File: src/rtl/acodec_ctl_regs.sv
module acodec_ctl_regs #(
  parameter logic [3:0] REV      = 4'h1,
  parameter int         GRP_BASE = 5,
  parameter int         GRP_N    = 4
) (
  input  logic               clk,
  input  logic               rst,
  input  logic [7:0]         addr,
  input  logic [7:0]         wdata,
  input  logic               wr_en,
  output logic [7:0]         rdata,
  output logic [GRP_N*8-1:0] cfg_live,
  output logic               pd_adc,
  output logic               pd_dac,
  output logic               pd_all
);
  localparam logic [7:0] A_ID     = 8'h01;
  localparam logic [7:0] A_PWR    = 8'h02;
  localparam logic [7:0] PWR_MASK = 8'hA3;
  localparam logic [7:0] ID_BYTE  = {4'b1100, REV};

  logic [7:0] pwr_q;
  logic [7:0] stage_q [GRP_N];
  logic       frz_q;
  logic       wr_pwr;
  logic       release_go;

  assign frz_q      = pwr_q[7];
  assign wr_pwr     = wr_en && (addr == A_PWR);
  assign release_go = wr_pwr && frz_q && !wdata[7];

  assign pd_adc = pwr_q[5];
  assign pd_dac = pwr_q[1];
  assign pd_all = pwr_q[0];

  always_ff @(posedge clk) begin
    if (rst)         pwr_q <= 8'h00;
    else if (wr_pwr) pwr_q <= wdata & PWR_MASK;
  end

  for (genvar g = 0; g < GRP_N; g++) begin : g_grp
    localparam logic [7:0] A_G = 8'(GRP_BASE + g);
    logic hit;
    assign hit = wr_en && (addr == A_G);

    always_ff @(posedge clk) begin
      if (rst)      stage_q[g] <= 8'h00;
      else if (hit) stage_q[g] <= wdata;
    end

    always_ff @(posedge clk) begin
      if (rst)                cfg_live[g*8 +: 8] <= 8'h00;
      else if (release_go)    cfg_live[g*8 +: 8] <= stage_q[g];
      else if (hit && !frz_q) cfg_live[g*8 +: 8] <= wdata;
    end
  end

  always_comb begin
    rdata = 8'h00;
    if (addr == A_ID)  rdata = ID_BYTE;
    if (addr == A_PWR) rdata = pwr_q;
    for (int i = 0; i < GRP_N; i++)
      if (addr == 8'(GRP_BASE + i)) rdata = stage_q[i];
  end
endmodule

File: config.mk
export PLATFORM = sky130hd
export DESIGN_NAME = acodec_ctl_regs
export DESIGN_NICKNAME = d
export VERILOG_FILES = /design/src/rtl/acodec_ctl_regs.sv
export SDC_FILE = /design/constraint.sdc
export NUM_CORES = 1
export LEC_CHECK = 0
export ABC_AREA = 1
export ABC_CLOCK_PERIOD_IN_PS = 2000
export CAP_MARGIN = 0
export CORE_UTILIZATION = 35
export CTS_BUF_LIST = sky130_fd_sc_hd__clkbuf_2 sky130_fd_sc_hd__clkbuf_4 sky130_fd_sc_hd__clkbuf_8
export CTS_CLUSTER_SIZE = 14
export DETAILED_ROUTE_END_ITERATION = 6
export GPL_ROUTABILITY_DRIVEN = 0
export PLACE_DENSITY_LB_ADDON = 0.15
export SYNTH_ARGS = -nofsm -noshare
export SYNTH_HDL_FRONTEND = slang
export SYNTH_SLANG_ARGS = --single-unit
export TNS_END_PERCENT = 1
File: constraint.sdc
create_clock -name clk -period 2 [get_ports clk]
set_clock_uncertainty 0.2 [all_clocks]
set_input_delay 0.4 -clock clk [delete_from_list [all_inputs] [get_ports clk]]
set_output_delay 0.4 -clock clk [all_outputs]
set_load 0.02 [all_outputs]
; ---- Yosys cells after proc, flatten, opt, wreduce, memory -nomap -nowiden
; Memories as Yosys holds them, arrays and structs flattened.
; Cells that the tools add are included.
[totals]
n_memories = 1
ramBits = 32
ff_bits = 36
out_inout_bits = 43
in_bits = 19
[classes]
n_reduce_logical = 17
mux = 32
eq_ne = 6
bitwise_logic = 4
[mem_list]
columns = memory, words, width, read_ports, rd_clocked_by_memory_dff, write_ports, line_no
row1 = stage_q, 4, 8, 4, 0, 4, 23  ; logic [7:0] stage_q [GRP_N];
[ops]
columns = op, count
row1 = $mux 8, 18
row2 = $eq 8x3->1 const B, 3
row3 = $mux 1, 14
row4 = $logic_and 1x1->1, 11
row5 = $eq 8x1->1 const B, 1
row6 = $eq 8x2->1 const B, 1
row7 = $eq 8x4->1 const B, 1
row8 = $reduce_bool 2->1, 4
row9 = $or 1x1->1, 4
row10 = $logic_not 1->1, 2

; ---- Depth between registers and ports, before layout
; Gate-level depths: netlist (run 1).
[depth]
depth_word = 7
mapped_depth = 11
mapped_depth_nobuf = 11

; ---- Worst setup path before layout (run 1)
; No wires, ideal clock.
[synth_path]
path_kind = input-to-reg
from = input port addr[7]
to = memory stage_q[0][0] (enable)
arrival_ps = 1507
n_path_buf = 0
setup_ps = 384
slack_ps = -91
cell_stages = 5
cell_sequence = nor2_2 > nand2_4 > inv_2 > nand2_1 > o21ai_0
[synth_lines]
columns = item, line_no
row1 = "start, declared", 8  ; input logic [7:0] addr,
row2 = "end, declared", 23

; ---- Worst setup path in the final report (run 1)
[layout_path]
from = input port addr[6]
to = output port rdata[4]
[layout_between]
elab_chain_cells = 6
elab_cells_between_ends = 10
classes_between = eq/ne (5) / mux (5)
[layout_rtl]
columns = item, line_no
row1 = $eq 8x2->1, 61  ; if (addr == A_PWR) rdata = pwr_q;
row2 = $mux 8, 61
row3 = $mux 8 (3 in a row), 63  ; if (addr == 8'(GRP_BASE + i)) rdata = stage_q[i];
row4 = $mux 8 *, 63
row5 = "end, declared", 11  ; output logic [7:0] rdata,
; Mark *: on every way between the ends. The rest lies on a longest branch, timed or not.

==> results of run 1 <==
cell usage in the layout, fill, tap and decap left out, types with 13 or more instances in the layout:
cell,netlist,routed
dfxtp_1,36,36
edfxtp_1,32,32
buf_4,2,55
nand2_1,91,84
nor2_1,52,50
nand4_1,30,30
buf_6,4,13
clkdlybuf4s50_1,0,45
inv_1,44,41
nand3_1,86,83
how the worst max path moves through the flow:
stage          cells past startpoint  slack, ns             to  startpoint
2_1_floorplan                      5      -0.09  stage_q[1][0]     addr[7]
5_1_grt                            9      -0.11       rdata[0]     addr[6]
6_report                           9      -0.06       rdata[4]     addr[6]
3_5_place_dp                      10      -1.01       rdata[1]     addr[0]
4_1_cts                            8      -0.04       rdata[0]     addr[4]
3_3_place_gp                      10      -0.94       rdata[1]     addr[0]
power by group:
part / total (mW) / internal [mW] / switching (mW)
Combinational: 0.246 / 0.102 / 0.144
Clock: 1.16 / 0.591 / 0.568
Sequential: 1.51 / 1.49 / 0.0268
Total: 2.92 / 2.18 / 0.739
routing by layer:
metal  track usage, %  wire length, um
met1             30.6             4960
met2             35.1             5060
met3             4.45              812
met4             8.57              211
met5                0                0
worst max-delay path, stage by stage:
cell and delay [ns]:
buf_6 0.10, nor2_4 0.11, nand2_4 0.12, buf_4 0.17, nor2_4 0.10, buf_12 0.14, nand2_1 0.06, nand4_1 0.11
buf_4 0.16
area by class of cell:
class / instances / area share, %
Clock inverter: 6 / 1.28
Tap cell: 133 / 3.35
Sequential cell: 68 / 33.8
Timing Repair Buffer: 120 / 22.9
Multi-Input combinational cell: 302 / 31.8
Inverter: 52 / 4.20
Clock buffer: 10 / 2.64
metrics by stage:
stage | instances | hold slack, ns
after floorplan | 441 | 0.318
after global placement | 667 | 0.349
after detailed placement | 667 | 0.356
after CTS | 689 | 0.369
after global routing | 691 | 0.400
final | 691 | 0.362
flip-flops by register name, summed over array words and instances (netlist names):
signal    cells
cfg_live     32
stage_q      32
pwr_q         4
what timing repair did:
| item | 4_1_cts | 5_1_grt |
|---|---|---|
| setup endpoints to repair | 40 | 32 |
| resized for setup | 108 | 14 |
| setup buffers | 6 | 2 |
| pin swaps | 21 | 11 |
cell families (layout without fill, tap and decap cells):
| logic type | count (synthesis) | after routing | synth area share (%) |
|---|---|---|---|
| simple gates | 281 | 281 | 39.8 |
| buf+inv | 71 | 188 | 9.48 |
| flops | 68 | 68 | 47.7 |
| compound gates | 21 | 21 | 3.05 |
==> metrics.txt, run 1 <==
failing checks=negative setup slack; Final Power=2.92 mW; critical path required time=1.40 ns; share of the synthesized area in the top cell type=27.3%; Reg-to-Reg End=cfg_live[4]; startpoint type of the worst setup path=primary input; post-route ant nets=0; WS Path Type=primary input to output port; min cycle time layout=2.06 ns; Starting Density=36.1%; CTS max path bufs=2; layout cells sized above 1=24.0%; pre-CTS setup slack=-1.01 ns; Max Transition Viols Final=0; number of flops mapped to enable cells by yosys=32; worst-skew pair later-pin latency=0.35 ns; worst slew pin tran=0.432 ns; CP max FO=10; Pre-antenna DRT Iters=5; fmax=0.486 GHz; largest net degree at the start of global routing=31; Rows=36; vias per cell=5.11; Fin Setup TNS=-0.168 ns; total clock sinks=68; status=finished, violations left; first-pass GRT wire length=17200 um; vias in the first global route=3303; setup slack, reg-to-reg=0.12 ns; Hold Path End=cfg_live[2]; area of the multi-input gates=1580 um^2; Layout area overhead=41.1%; post-DR wirelength/cell=16.0 um; HPWL Detailed=8130 um; RSZ-0062 raised after global routing=true; Reg2Reg Depth=8; final cycle utilization of the critical path=103%; Post-synth ARST share=0%; Top FF cell, synth=dfxtp_1; Port Buf Inserts=61; final core utilization=50.9%; ranking of synthesized cells by area=edfxtp_1, dfxtp_1, nand3_1; Post-CTS Hold Fix Bufs=0; #FFs+latches synth=68; Die Span X=102 um; Total Routed Length=11000 um; Post-Synthesis Cell Area=3520 um^2; power per cell area=587 nW/um^2; Yosys warnings=0; P_leak=2.26 nW; syn_area_per_cell=7.99 um^2; nets=572; Num CTS Buffers=9; num ports=62; GRT Overall Usage=22.5%; fill cell count=957; H-Tree Depth=3; Rel. slew slack=71.1%; Root Driver=clkbuf_8; Peak VDD IR=0.295 mV; gr ovfl total=0; # diodes=0; post-synthesis sequential area ratio=47.7%; post-synth net total=460; count leader, synth=nand2_1; DRC=0; TritonCTS clock tree=built; setup slack after layout=-0.0556 ns; Die ar.=10500 um^2; post-synth top area cell=edfxtp_1; Starting DRT DRC Count=242; post-synthesis cell type count=28; setup violators final=7; Clock transition at path regs=0.08 ns; cell area after layout=4970 um^2; MaxCap Viol Count=0; Synth top cells by count=nand2_1, nand3_1, nor2_1; Post-DP Area=4600 um^2; min-delay src=cfg_live[2]; die height=102 um; vias=3531; worst hold path type=flip-flop to flip-flop; initial antenna violation count=0; R2R Path Start=pwr_q[7]; final hold viol count=0; Hold Path Stages=4; synthesized netlist cell count=441; WP data arrival=1.46 ns; Core Footprint=9770 um^2; CP Capture Type=output port; register area=1680 um^2
Note: power is estimated with default switching activity, not from simulation.
==> run 2: changes to the inputs <==
--- a/config.mk
+++ b/config.mk
@@ -10,6 +10,7 @@
 export CAP_MARGIN = 0
 export CORE_UTILIZATION = 35
 export CTS_BUF_LIST = sky130_fd_sc_hd__clkbuf_2 sky130_fd_sc_hd__clkbuf_4 sky130_fd_sc_hd__clkbuf_8
+export CTS_CLUSTER_DIAMETER = 150
 export CTS_CLUSTER_SIZE = 14
 export DETAILED_ROUTE_END_ITERATION = 6
 export GPL_ROUTABILITY_DRIVEN = 0
==> constraint.sdc (replaced) <==
create_clock -name clk -period 2 [get_ports clk]
set_clock_uncertainty 0.2 [all_clocks]
set_input_delay 0.3 -clock clk [delete_from_list [all_inputs] [get_ports clk]]
set_output_delay 0.3 -clock clk [all_outputs]
set_load 0.02 [all_outputs]
==> run 2 against run 1 <==
Effect of this change: the flow now finishes without violations; non-clock buffer count fell by 10; final cell count fell by 1.4%; register-to-register slack improved by 0.09 ns; largest power group unchanged.
==> metrics.txt, run 2 (same netlist as run 1, synthesis figures left out) <==
WP data arrival=1.41 ns; cell area after layout=4810 um^2; Int Pwr=2.28 mW; die height=102 um; Root Driver=clkbuf_8; final hold viol count=0; fmax=0.525 GHz; vias=3496; worst hold path type=flip-flop to flip-flop; Port Buf Inserts=61; Starting Density=36.1%; Largest regs=cfg_live: 32 flops, stage_q: 32 flops, pwr_q: 4 flops; H-Tree Depth=3; gr ovfl total=0; vias in the first global route=3246; num ports=62; commonest cells after routing, fill and taps aside=nand3_1, nand2_1, nor2_1; sw power=734 uW; HPWL Detailed=8200 um; fill cell count=969; Rows=36; nets=562; final hold slack=0.367 ns; critical path required time=1.50 ns; Post-CTS Hold Fix Bufs=0; initial antenna violation count=0; layout cells sized above 1=22.4%; Fin Setup TNS=0 ns; Die ar.=10500 um^2; GRT Overall Usage=22.5%; Die Span X=102 um; first-pass GRT wire length=17300 um; CP max FO=5; Total Routed Length=10900 um; worst slew pin tran=0.361 ns; worst-skew pair later-pin latency=0.35 ns; RSZ-0062 raised after global routing=false; Clk pwr share=42.6%; most common cell after layout, fill and taps aside=nand3_1; combinational share of power=7.0%; Post-DP Area=4570 um^2; setup slack, reg-to-reg=0.21 ns; Pre-antenna DRT Iters=5; status=completed; setup slack after layout=0.0946 ns; final core utilization=49.2%; Peak VDD IR=0.484 mV; CTS max path bufs=2; MaxCap Viol Count=0; WS Path Type=primary input to output port; TritonCTS clock tree=built; startpoint type of the worst setup path=primary input; Max Transition Viols Final=0; post-route ant nets=0; Hold Path Stages=4; Num CTS Buffers=9; total clock sinks=68; post-DR wirelength/cell=16.1 um; Starting DRT DRC Count=241; sw frac=24.4%; Layout area overhead=36.5%; pre-CTS setup slack=-0.763 ns; P_leak=2.20 nW; Flop pwr share=50.4%; CP Capture Type=output port; DRC=0; power per cell area=625 nW/um^2; min cycle time layout=1.91 ns; vias per cell=5.13; setup violators final=0; Core Footprint=9770 um^2; Rel. slew slack=75.8%; largest net degree at the start of global routing=30; # diodes=0; Clock transition at path regs=0.08 ns; Reg2Reg Depth=8; final cycle utilization of the critical path=95.3%
==> run 2: cell count changes in the layout (fill, tap and decap cells not counted), sizes merged <==
cell / delta
clkbuf: +7
inv: +1
buf: -18
bufinv: +1
clkinvlp: -1
==> run 2: repair_timing <==
item | in CTS | in global routing
setup buffers | 2 | 1
pin swaps | 8 | 11
resized for setup | 65 | 22
setup endpoints to repair | 10 | 8
==> run 2: area by class of cell <==
class / instances / area, um^2 / share of cell area, %
clock buffers: 9 / 124 / 2.57
flip-flops and latches: 68 / 1680 / 34.9
repair buffers: 110 / 991 / 20.6
multi-input cells: 302 / 1550 / 32.3
inverters: 52 / 198 / 4.11
clock inverters: 7 / 98.8 / 2.05
well taps: 133 / 166 / 3.46
==> run 2: layer usage <==
metal / global-route usage, % / wire (um) / vias up
li1: - / - / 1683
met1: 31.5 / 4960 / 1652
met2: 35.1 / 4940 / 137
met3: 3.49 / 773 / 24
met4: 8.46 / 261 / 0
met5: 0 / 0 / -
==> run 2: worst paths after layout <==
check	startpoint	to
max	addr[7]	rdata[5]
min	cfg_live[3]	cfg_live[3]
max reg2reg	pwr_q[7]	cfg_live[2]
min reg2reg	cfg_live[3]	cfg_live[3]
==> run 2: through the flow <==
stage               power, mW  instances
floorplan                1.62        441
global placement         1.76        662
detailed placement       1.76        662
CTS                      3.03        680
global route             3.11        681
finish                   3.01        681
==> run 2: power by group through the flow <==
stage / Clock [mW] / Combinational [mW] / Sequential, mW
finish: 1.28 / 0.210 / 1.52
CTS: 1.31 / 0.212 / 1.51
global route: 1.36 / 0.225 / 1.52
detailed placement: 0 / 0.212 / 1.55
global placement: 0 / 0.210 / 1.55
floorplan: 0 / 0.0821 / 1.53
==> run 2: critical path, stage by stage <==
cell and delay (ns):
clkbuf_2 0.09, nor2_2 0.14, nand2_4 0.10, buf_6 0.13, nor2_4 0.17, nand2_1 0.07
nand3_1 0.08, o21ai_1 0.08, nand3_1 0.11, buf_6 0.13
==> run 3: changes to the inputs <==
--- a/config.mk
+++ b/config.mk
@@ -11,10 +11,9 @@
 export CORE_UTILIZATION = 35
 export CTS_BUF_LIST = sky130_fd_sc_hd__clkbuf_2 sky130_fd_sc_hd__clkbuf_4 sky130_fd_sc_hd__clkbuf_8
 export CTS_CLUSTER_DIAMETER = 150
-export CTS_CLUSTER_SIZE = 14
 export DETAILED_ROUTE_END_ITERATION = 6
 export GPL_ROUTABILITY_DRIVEN = 0
-export PLACE_DENSITY_LB_ADDON = 0.15
+export PLACE_DENSITY_LB_ADDON = 0.25
 export SYNTH_ARGS = -nofsm -noshare
 export SYNTH_HDL_FRONTEND = slang
 export SYNTH_SLANG_ARGS = --single-unit
==> run 3 against run 2 <==
Effect of this change: final area rose by 1.5%; final cell count up 1.0%; die area unchanged; clock power fell by 3%; flip-flop and latch count is the same; combinational power grew 2%; register-to-register slack got worse by 0.07 ns; wire length shrank 0.31%; worst setup slack worse by 0.029 ns; hold slack got worse by 0.0030 ns; fmax down 1.5%; largest cell class unchanged; largest power group unchanged.
==> metrics.txt, run 3 (same netlist as run 1, synthesis figures left out) <==
fmax=0.517 GHz; gr ovfl total=0; Hold Path Stages=4; Peak VDD IR=0.334 mV; TritonCTS clock tree=built; Rows=36; Reg2Reg Depth=8; GRT Overall Usage=21.5%; power per cell area=610 nW/um^2; Rel. slew slack=74.6%; Root Driver=clkbuf_8; Die Span X=102 um; final cycle utilization of the critical path=96.7%; layout cells sized above 1=22.3%; num ports=62; Num CTS Buffers=9; initial antenna violation count=0; sw power=699 uW; CTS max path bufs=2; largest net degree at the start of global routing=30; Clk pwr share=41.7%; P_leak=2.25 nW; DRC=0; pre-CTS setup slack=-0.746 ns; HPWL Detailed=8190 um; vias per cell=5.09; Layout area overhead=38.6%; post-DR wirelength/cell=15.8 um; Total Routed Length=10900 um; Starting DRT DRC Count=244; critical path required time=1.50 ns; WP data arrival=1.43 ns; Largest regs=cfg_live: 32 flops, stage_q: 32 flops, pwr_q: 4 flops; min-delay src=cfg_live[6]; Hold Path End=cfg_live[6]; CP Buf/Inv Count=4; CP max FO=5; Core Footprint=9770 um^2; combinational share of power=7.2%; worst-skew pair later-pin latency=0.35 ns; vias=3503; worst slew pin tran=0.380 ns; WS Path Type=primary input to output port; Die ar.=10500 um^2; Int Pwr=2.28 mW; Post-CTS Hold Fix Bufs=0; critical-path cell list=clkdlybuf4s15_2 -> nor2_4 -> nand2_4 -> buf_6 -> nor2_4 -> buf_6 -> nand2_1 -> nand4_1 -> buf_4; Reg-to-Reg End=cfg_live[3]; fill cell count=980; setup violators final=0; most common cell after layout, fill and taps aside=nand2_1; R2R Path Start=pwr_q[7]; # diodes=0; nets=569; setup slack, reg-to-reg=0.14 ns; vias in the first global route=3210; commonest cells after routing, fill and taps aside=nand2_1, nand3_1, buf_4; MaxCap Viol Count=0; H-Tree Depth=3; max incr delay on CP=0.19 ns; Clock transition at path regs=0.07 ns; cell family with most CP delay=buffers and inverters; Flop pwr share=51.0%; Max Transition Viols Final=0; Port Buf Inserts=61; final hold viol count=0; Final Power=2.98 mW; Pre-antenna DRT Iters=6; CP Capture Type=output port; post-route ant nets=0; first-pass GRT wire length=16400 um; worst hold path type=flip-flop to flip-flop; status=completed; min cycle time layout=1.93 ns; total clock sinks=68; die height=102 um; startpoint type of the worst setup path=primary input; sw frac=23.5%; Starting Density=36.1%; critical path's slowest cell=clkdlybuf4s15_2; setup slack after layout=0.0655 ns
==> run 3: cell count changes in the layout (fill, tap and decap cells not counted), sizes merged <==
cell,delta
buf,+8
clkbuf,-3
clkdlybuf4s15,+3
inv,-1
==> run 3: final cells by class <==
type / instances / area, um^2 / area share [%]
Tap cell: 133 / 166 / 3.41
Clock inverter: 6 / 80.1 / 1.64
Clock buffer: 10 / 131 / 2.69
Sequential cell: 68 / 1680 / 34.4
Inverter: 52 / 198 / 4.05
Timing Repair Buffer: 117 / 1060 / 21.8
Multi-Input combinational cell: 302 / 1560 / 32.0
==> run 3: per-stage QoR <==
step                setup TNS [ns]  instances  utilization (%)  cell area, um^2  hold WS, ns
finish                           0        688             50.0             4880        0.364
global route               -0.0251        688             50.0             4880        0.394
CTS                              0        687             49.8             4870        0.371
detailed placement          -25.58        667             47.0             4600        0.358
global placement            -22.70        667             47.0             4600        0.347
floorplan                        0        441                -             3520        0.295
==> run 3: worst min-delay path: stages, from the launching register on <==
cell and delay, ns:
dfxtp_1 0.31, inv_1 0.05, nor2_1 0.04, nor2_1 0.09, nor2_1 0.04
==> run 3: worst max-delay path by stage <==
stage | to | slack (ns) | from | cells past startpoint
6_report | rdata[0] | 0.07 | addr[4] | 9
5_1_grt | rdata[1] | -0.02 | addr[1] | 11
4_1_cts | rdata[5] | 0.008 | addr[6] | 10
3_5_place_dp | rdata[1] | -0.75 | addr[7] | 10
3_3_place_gp | rdata[0] | -0.74 | addr[0] | 9
2_1_floorplan | stage_q[0][0] | 0.009 | addr[7] | 5
==> run 3: timing repair <==
item,4_1_cts,5_1_grt
setup endpoints to repair,15,8
resized for setup,77,13
buffers inserted,4,1
pin swaps,10,9
==> run 3: power groups by stage <==
stage,Clock (mW),Sequential [mW],Combinational [mW]
after floorplan,0,1.53,0.0821
after global placement,0,1.55,0.209
after detailed placement,0,1.55,0.211
after CTS,1.26,1.52,0.213
after global routing,1.31,1.52,0.230
final,1.24,1.52,0.215
==> run 3: routing by layer <==
metal	routed length, um	GRT usage (%)	vias up
met5	0	0	-
li1	-	-	1689
met4	180	8.02	0
met2	5120	34.5	130
met3	740	4.65	19
met1	4860	28.5	1665
